### src/rtl/cmp_timer3_pkg.sv
package cmp_timer3_pkg;
  localparam int DATA_W = 32;
  localparam int STAT_W = 6;
  localparam int N_CMP  = 3;

  // control field positions (the write mask depends on them)
  localparam int CR_EN    = 0;
  localparam int CR_EMODE = 1;
  localparam int CR_SRC   = 6;
  localparam int CR_SWR   = 15;
  localparam logic [DATA_W-1:0] CR_ZERO_MASK = 32'h0000_7C14;

  // status / interrupt-enable bit positions
  localparam int ST_ROLL = 5;

  // register indices
  localparam int IX_CTRL = 0;
  localparam int IX_PRE  = 1;
  localparam int IX_STAT = 2;
  localparam int IX_IEN  = 3;
  localparam int IX_CMP0 = 4;
  localparam int IX_CAP0 = 7;
  localparam int IX_CAP1 = 8;
  localparam int IX_CNT  = 9;
endpackage

### src/rtl/cmp_timer3_tickgen.sv
module cmp_timer3_tickgen #(
  parameter int PRE_W = 12
) (
  input  logic             clk,
  input  logic             rst_n,
  input  logic             clear,
  input  logic             run,
  input  logic [2:0]       src_sel,
  input  logic             periph_tick,
  input  logic             ref_tick,
  input  logic [PRE_W-1:0] div,
  output logic             tick
);
  logic [PRE_W-1:0] pre_q;
  logic             src_act;

  always_comb begin
    case (src_sel)
      3'd1, 3'd2:             src_act = periph_tick;
      3'd3, 3'd4, 3'd5, 3'd6: src_act = ref_tick;
      default:                src_act = 1'b0;
    endcase
  end

  assign tick = run && src_act && (pre_q == div);

  always_ff @(posedge clk) begin
    if (!rst_n || clear) begin
      pre_q <= '0;
    end else if (run && src_act) begin
      pre_q <= (pre_q == div) ? '0 : pre_q + 1'b1;
    end
  end
endmodule

### src/rtl/cmp_timer3_match.sv
module cmp_timer3_match #(
  parameter int CNT_W = 32,
  parameter int N_CH  = 3
) (
  input  logic                      step,
  input  logic [CNT_W-1:0]          cnt,
  input  logic [N_CH-1:0][CNT_W-1:0] cmp_val,
  output logic [N_CH-1:0]           hit,
  output logic                      wrap
);
  localparam logic [CNT_W-1:0] CNT_MAX = '1;
  logic [CNT_W-1:0] cnt_next;

  assign cnt_next = cnt + 1'b1;
  assign wrap     = step && (cnt == CNT_MAX);

  for (genvar i = 0; i < N_CH; i++) begin : g_ch
    assign hit[i] = step && (cnt_next == cmp_val[i]);
  end
endmodule

### src/rtl/cmp_timer3.sv
module cmp_timer3
  import cmp_timer3_pkg::*;
#(
  parameter int CNT_W  = 32,
  parameter int PRE_W  = 12,
  parameter int ADDR_W = 12
) (
  input  logic              clk,
  input  logic              rst_n,
  input  logic              periph_tick,
  input  logic              ref_tick,
  input  logic              reg_wr,
  input  logic [ADDR_W-1:0] reg_addr,
  input  logic [DATA_W-1:0] reg_wdata,
  output logic [DATA_W-1:0] reg_rdata,
  output logic              irq
);
  localparam int IDX_W = ADDR_W - 2;

  logic [DATA_W-1:0]             cr_q;
  logic [PRE_W-1:0]              pr_q;
  logic [STAT_W-1:0]             sr_q;
  logic [STAT_W-1:0]             ir_q;
  logic [N_CMP-1:0][CNT_W-1:0]   ocr_q;
  logic [CNT_W-1:0]              cnt_q;

  logic [IDX_W-1:0] idx;
  logic wr_ctrl, swr, restart, wr_pre, wr_stat, wr_ien;
  logic tick, wrap;
  logic [N_CMP-1:0]  hit;
  logic [STAT_W-1:0] st_set, st_clr;

  assign idx     = reg_addr[ADDR_W-1:2];
  assign wr_ctrl = reg_wr && (idx == IDX_W'(IX_CTRL));
  assign swr     = wr_ctrl && reg_wdata[CR_SWR];
  assign restart = wr_ctrl && !swr && reg_wdata[CR_EN] && !cr_q[CR_EN]
                   && reg_wdata[CR_EMODE];
  assign wr_pre  = reg_wr && (idx == IDX_W'(IX_PRE));
  assign wr_stat = reg_wr && (idx == IDX_W'(IX_STAT));
  assign wr_ien  = reg_wr && (idx == IDX_W'(IX_IEN));

  cmp_timer3_tickgen #(.PRE_W(PRE_W)) tick_i (
    .clk        (clk),
    .rst_n      (rst_n),
    .clear      (swr || restart || wr_pre),
    .run        (cr_q[CR_EN]),
    .src_sel    (cr_q[CR_SRC +: 3]),
    .periph_tick(periph_tick),
    .ref_tick   (ref_tick),
    .div        (pr_q),
    .tick       (tick)
  );

  cmp_timer3_match #(.CNT_W(CNT_W), .N_CH(N_CMP)) match_i (
    .step   (tick),
    .cnt    (cnt_q),
    .cmp_val(ocr_q),
    .hit    (hit),
    .wrap   (wrap)
  );

  always_comb begin
    st_set = '0;
    st_set[N_CMP-1:0] = hit;
    st_set[ST_ROLL]   = wrap;
    st_clr = wr_stat ? reg_wdata[STAT_W-1:0] : '0;
  end

  always_ff @(posedge clk) begin
    if (!rst_n || swr) begin
      cr_q  <= '0;
      pr_q  <= '0;
      sr_q  <= '0;
      ir_q  <= '0;
      ocr_q <= '1;
      cnt_q <= '0;
    end else begin
      if (wr_ctrl) cr_q <= reg_wdata & ~CR_ZERO_MASK;
      if (wr_pre)  pr_q <= reg_wdata[PRE_W-1:0];
      if (wr_ien)  ir_q <= reg_wdata[STAT_W-1:0];
      for (int i = 0; i < N_CMP; i++) begin
        if (reg_wr && (idx == IDX_W'(IX_CMP0 + i))) ocr_q[i] <= reg_wdata[CNT_W-1:0];
      end
      sr_q <= (sr_q & ~st_clr) | st_set;
      if (restart)   cnt_q <= '0;
      else if (tick) cnt_q <= cnt_q + 1'b1;
    end
  end

  assign irq = cr_q[CR_EN] && |(sr_q & ir_q);

  always_comb begin
    reg_rdata = '0;
    case (idx)
      IDX_W'(IX_CTRL):     reg_rdata = cr_q;
      IDX_W'(IX_PRE):      reg_rdata = DATA_W'(pr_q);
      IDX_W'(IX_STAT):     reg_rdata = DATA_W'(sr_q);
      IDX_W'(IX_IEN):      reg_rdata = DATA_W'(ir_q);
      IDX_W'(IX_CMP0):     reg_rdata = DATA_W'(ocr_q[0]);
      IDX_W'(IX_CMP0 + 1): reg_rdata = DATA_W'(ocr_q[1]);
      IDX_W'(IX_CMP0 + 2): reg_rdata = DATA_W'(ocr_q[2]);
      IDX_W'(IX_CAP0),
      IDX_W'(IX_CAP1):     reg_rdata = '0;
      IDX_W'(IX_CNT):      reg_rdata = DATA_W'(cnt_q);
      default:             reg_rdata = '0;
    endcase
  end
endmodule

### config.mk
export PLATFORM = sky130hd
export DESIGN_NAME = cmp_timer3
export DESIGN_NICKNAME = d
export VERILOG_FILES = /design/src/rtl/cmp_timer3_pkg.sv /design/src/rtl/cmp_timer3_tickgen.sv /design/src/rtl/cmp_timer3_match.sv /design/src/rtl/cmp_timer3.sv
export SDC_FILE = /design/constraint.sdc
export NUM_CORES = 1
export LEC_CHECK = 0
export BUFFER_PORTS_ARGS = -buffer_cell sky130_fd_sc_hd__buf_2
export CAP_MARGIN = 20
export CORE_MARGIN = 2
export CORE_UTILIZATION = 46
export DETAILED_ROUTE_END_ITERATION = 7
export GPL_TIMING_DRIVEN = 0
export PLACE_DENSITY = 0.71
export SLEW_MARGIN = 20
export SYNTH_ARGS = -nofsm -noshare
export SYNTH_HDL_FRONTEND = slang
export SYNTH_SLANG_ARGS = --single-unit
### constraint.sdc
create_clock -name clk -period 3.7 [get_ports clk]
set_input_delay 0.185 -clock clk [delete_from_list [all_inputs] [get_ports clk]]
set_output_delay 0.185 -clock clk [all_outputs]
set_load 0.1 [all_outputs]
# == Word level (Yosys, flattened, before mapping) ==
# Cells that the tools add are included.
# totals
output_inout_bits,33
register_bits,189
elab_cells,68
in_bits,49
# classes
reduce_logical,31
n_mux,4
bitwise_logic,4
n_addsub,2
eq_ne,18
# ops
cell,n
$pmux 32 s8,1
$eq 32x32->1,3
$add 32x1->32 const B,1
$eq 32x32->1 const B,1
$eq 10x3->1 const B,3
$eq 10x2->1 const B,2
$logic_and 1x1->1,19
$add 12x1->12 const B,1
$and 6x6->6,2
$eq 12x12->1,1
$mux 12,1
$eq 10x1->1 const B,1
$eq 10x4->1 const B,1
$logic_not 10->1,1
$eq 3x3->1 const B,3
$eq 3x2->1 const B,2
$mux 6,1
$not 6->6,1
$or 6x6->6,1
$reduce_or 6->1,1
$logic_or 1x1->1,4
$reduce_or 2->1,2
$reduce_or 4->1,1
$eq 3x1->1 const B,1
other kinds (2),4

# == Longest topological paths before layout ==
# logic_depth
depth_word,11
ltp_mapped,11
mapped_depth_nobuf,9

# == Cells and area by module ==
# From an unflattened synthesis, not the netlist that was laid out.
# hier_totals
hier_cells,1562
hier_area_um2,12021.5
# by_module_without_submodules
module,instances,seq_area_each_um2,cells_per_inst,area_each_um2
cmp_timer3,1,3543.4,1019,8117.8
cmp_timer3_match,1,0.0,427,3030.4
cmp_timer3_tickgen,1,240.2,116,873.3

# == Least setup slack after synthesis ==
# OpenSTA, ideal clock, no wires.
# synth_timing
path_kind,input-to-output
start,input reg_addr[5]
end,output reg_rdata[16]
path_slack_ns,0.070
arrival_time_ns,3.445
t_required_ns,3.515
n_path_buf,2
stages,5
cell_sequence,clkbuf_1 > or4_1 > or2_2 > buf_1 > o21ai_0
# synth_between
elab_chain_len,2
word_cells_on_any_way,9
classes_between,7 x eq/ne; 1 x mux; 1 x reduce/logical
# synth_rtl
element,line,rtl
start: declaration,cmp_timer3.sv:13,"input logic [ADDR_W-1:0] reg_addr,"
"$eq 10x4->1, or another cell as far along",cmp_timer3.sv:94,case (idx)
$pmux 32 s8 (*),cmp_timer3.sv:94,
end: declaration,cmp_timer3.sv:15,"output logic [DATA_W-1:0] reg_rdata,"
# Every way passes the cells marked *; elsewhere a longest branch is shown, timed or not.

# == Final worst setup path ==
# layout_timing
start,register cnt_q[10]
end,register sr_q[2]
# layout_between
elab_chain_len,4
# layout_rtl
element,line,rtl
start: declaration,cmp_timer3.sv:25,logic [CNT_W-1:0] cnt_q;
start signal: assignment,cmp_timer3.sv:86,else if (tick) cnt_q <= cnt_q + 1'b1;
$add 32x1->32,cmp_timer3_match.sv:14,assign cnt_next = cnt + 1'b1;
$eq 32x32->1,cmp_timer3_match.sv:18,assign hit[i] = step && (cnt_next == cmp_val[i]);
$logic_and 1x1->1,cmp_timer3_match.sv:18,
$or 6x6->6,cmp_timer3.sv:84,sr_q <= (sr_q & ~st_clr) | st_set;
end signal: assignment,cmp_timer3.sv:84,
end: declaration,cmp_timer3.sv:22,logic [STAT_W-1:0] sr_q;
# No other way between the ends.
# A chain may end at the register's enable or synchronous reset.

==> results.yml <==
run_status:
  outcome: "finished, final reports clean"
global_route:
  groute.usage.overall: 0.3381
  antenna_found_initial: 0
  met3_usage: 0.05013
  grt-busiest-layer: "met2"
  use_met2: 0.5094
  grt_start_max_net_pins: 23
  grt_pass1_vias: 10600
  overflow: 0
  grt_pass1_wl_um: 65790
  globalRouteMet1Util: 0.4832
cells_and_area:
  final_cell_area_um2: 12700
  syn_to_final_growth_pct: 13.66
  nFillCells: 2363
  drive_gt1_frac: 0.1021
  final_util: 0.5270
  fin_nets: 1625
  final_cells: 1911
  num_antenna_cells: 0
synthesis:
  synth_commonest_cells: "nand2_1, dfxtp_1, nand3_1"
  ys_async_sr_fraction: 0
  post-synth-top-area-fraction: 0.3385
  synth_area_leader_cell: "dfxtp_1"
  synth_cells: 1475
  syn_area_um2: 11180
  synthFlopType: "dfxtp_1"
  ys_top_cells_by_area: "dfxtp_1, nand2_1, xnor2_1"
  synth.avg_cell_area_um2: 7.578
  syn_nets: 1526
  synth-edff-count: 0
  synth-seq-cells: 189
  yosysMostFrequentCell: "nand2_1"
  seq_area_frac_synth: 0.3385
  yosysUniqueCellTypes: 77
  yosys_warnings: 0
sta:
  skew_ps: 16.56
  slew_violations: 0
  worst_pin_slew_ps: 1067
  max_freq_mhz: 278.1
  hold_violations: 0
  period_share: 0.9719
  fin_setup_tns_ps: 0
  setup_viol: 0
  rsz0062_at_grt: "false"
  slew_headroom: 0.2825
  layout_min_cycle_time_ps: 3596
pwr:
  p_int_mw: 3.016
  irDropWorstVdd_mv: 0.3294
  power.total_mw: 4.154
  p_seq_frac: 0.490
  clock_power_share: 0.471
  power_switching_share: 0.2739
  powerDensity_nw_per_um2: 326.9
  combinationalPowerShare: 0.039
  p_switching_mw: 1.138
  p_leak_nw: 5.034
worst_setup_path:
  critPathArrivalTime_ps: 3960
  worstPathMaxFanout: 9
  criticalPathCategory: "flip-flop to flip-flop"
  timing.rr.start: "cnt_q[10]"
  r2r_end: "sr_q[2]"
  setup.worst_path.start: "cnt_q[10]"
  reg2reg_slack_ps: 100
  endpoint: "sr_q[2]"
  start_kind: "flip-flop"
  worstPathRequired_ps: 4070
  crit_path_end_kind: "flip-flop"
  rr_worst_depth: 10
clock_network:
  clkSlewWorstSetupHoldPaths_ps: 80
  clockRootBuffer: "clkbuf_16"
  numCtsBuffers: 17
  cts.sinks: 189
  h-tree-depth: 4
  clock_path_buffers: 2
  cts_tree: "done"
  worstSkewPairLatency_ps: 450
run:
  maxCapViolCount: 0
place:
  gp_congestion: 1.107
  place_inst: 1872
  dp_hpwl_um: 34300
  placed_cell_area_um2: 11960
  portBuffers: 73
routing:
  drcViolationCount: 0
  ant_nets: 0
  wl_per_cell_um: 22.98
  drtIter0Drc: 1638
  dr.pass1.iters: 7
  vias: 11620
  finalWirelength_um: 43910
  via_per_inst: 6.082
die:
  start_util: 0.4637
  die_w_um: 159.9
  die_h_um: 159.9
  num_io_pins: 82
  die_area_um2: 25560
  core_area_um2: 24110
  fp-row-count: 57
worst_hold_path:
  hold_path.class: "input pin to flip-flop"
[registers in the layout (all words and copies together) (netlist names)]
| signal | flops |
|---|---|
| cnt_q | 32 |
| sr_q | 6 |
| cr_q | 25 |
| pr_q | 12 |
| ir_q | 6 |
| tick_i.pre_q | 12 |
| ocr_q | 96 |
[metal layers]
metal,vias up,share of wire,routed length (µm)
met4,0,0.044,1937
met3,123,0.11,4908
met1,5460,0.42,18250
met5,-,0,0
met2,712,0.43,18820
li1,5328,-,-
[layout by cell type, fill, tap and decap left out, types with 34 or more instances in the layout]
| cell | netlist | layout |
|---|---|---|
| nand2_1 | 355 | 355 |
| buf_2 | 7 | 80 |
| a21oi_1 | 67 | 67 |
| nor2_1 | 102 | 101 |
| mux2i_1 | 34 | 34 |
| xnor2_1 | 94 | 94 |
| nand3_1 | 131 | 131 |
| dfxtp_1 | 189 | 188 |
| xor2_1 | 65 | 65 |
| clkbuf_1 | 90 | 90 |
[metrics by stage]
| step | hold slack, ps | worst slack [ps] |
|---|---|---|
| floorplan | 309.0 | 70.31 |
| global placement | 439.6 | -481.1 |
| detailed placement | 445.6 | -581.3 |
| CTS | 1.299 | 40.68 |
| global route | 9.013 | 25.47 |
| finish | 10.67 | 104.1 |
[power by group through the flow]
| stage | Clock [mW] | Sequential (mW) | Combinational [mW] |
|---|---|---|---|
| final | 1.96 | 2.03 | 0.164 |
| after global routing | 2.04 | 2.03 | 0.172 |
| after CTS | 1.96 | 2.03 | 0.160 |
| after detailed placement | 0 | 2.08 | 0.156 |
| after global placement | 0 | 2.08 | 0.155 |
| after floorplan | 0 | 2.08 | 0.0754 |
[critical path, cell delays in order, from the launching register on]
cell	delay (ps)
dfxtp_1	310
buf_2	210
nand4_2	300
nor4_4	680
and2_0	200
clkbuf_1	220
xnor2_1	200
a2111oi_0	480
nand3_1	200
or4_1	520
o21ai_1	180
[timing repair]
action / in CTS / in global routing
hold buffers: 4 / 0
hold endpoints to repair: 11 / 0
gates resized for setup: 4 / 7
pin swaps: 0 / 2
setup buffers: 0 / 3
endpoints found under the setup margin: 11 / 3
[cell type report]
class / count / area, µm² / share of cell area
tap: 324 / 405.4 / 0.03191
clock buffer: 17 / 425.4 / 0.03348
timing repair buffer: 80 / 427.9 / 0.03368
multi-input combinational: 1160 / 6923 / 0.5449
inverter: 9 / 33.78 / 0.002659
clock inverter: 15 / 200.2 / 0.01576
sequential: 189 / 3785 / 0.2979
buffer: 117 / 504.2 / 0.03969
[worst min-delay path by stage]
stage                   from        end  slack, ps  depth (start not counted)
6_report       reg_wdata[20]  ocr_q[20]         10                          3
5_1_grt        reg_wdata[22]  ocr_q[86]          9                          3
4_1_cts        reg_wdata[16]   cr_q[16]          1                          3
3_5_place_dp   reg_wdata[14]  ocr_q[14]        450                          3
3_3_place_gp   reg_wdata[14]  ocr_q[78]        440                          3
2_1_floorplan  reg_wdata[10]  ocr_q[10]        310                          2
[kinds of logic after synthesis]
| group | Yosys count | share of synthesized area |
|---|---|---|
| and+or+nand+nor | 753 | 0.3187 |
| AOI/OAI and AO/OA | 204 | 0.1255 |
| buffers and inverters | 126 | 0.04813 |
| adders and majority gates | 3 | 0.003134 |
| muxes | 41 | 0.04153 |
| DFF | 189 | 0.3385 |
| xor gates and xnor gates | 159 | 0.1246 |
Note: power is estimated with default switching activity, not from simulation.
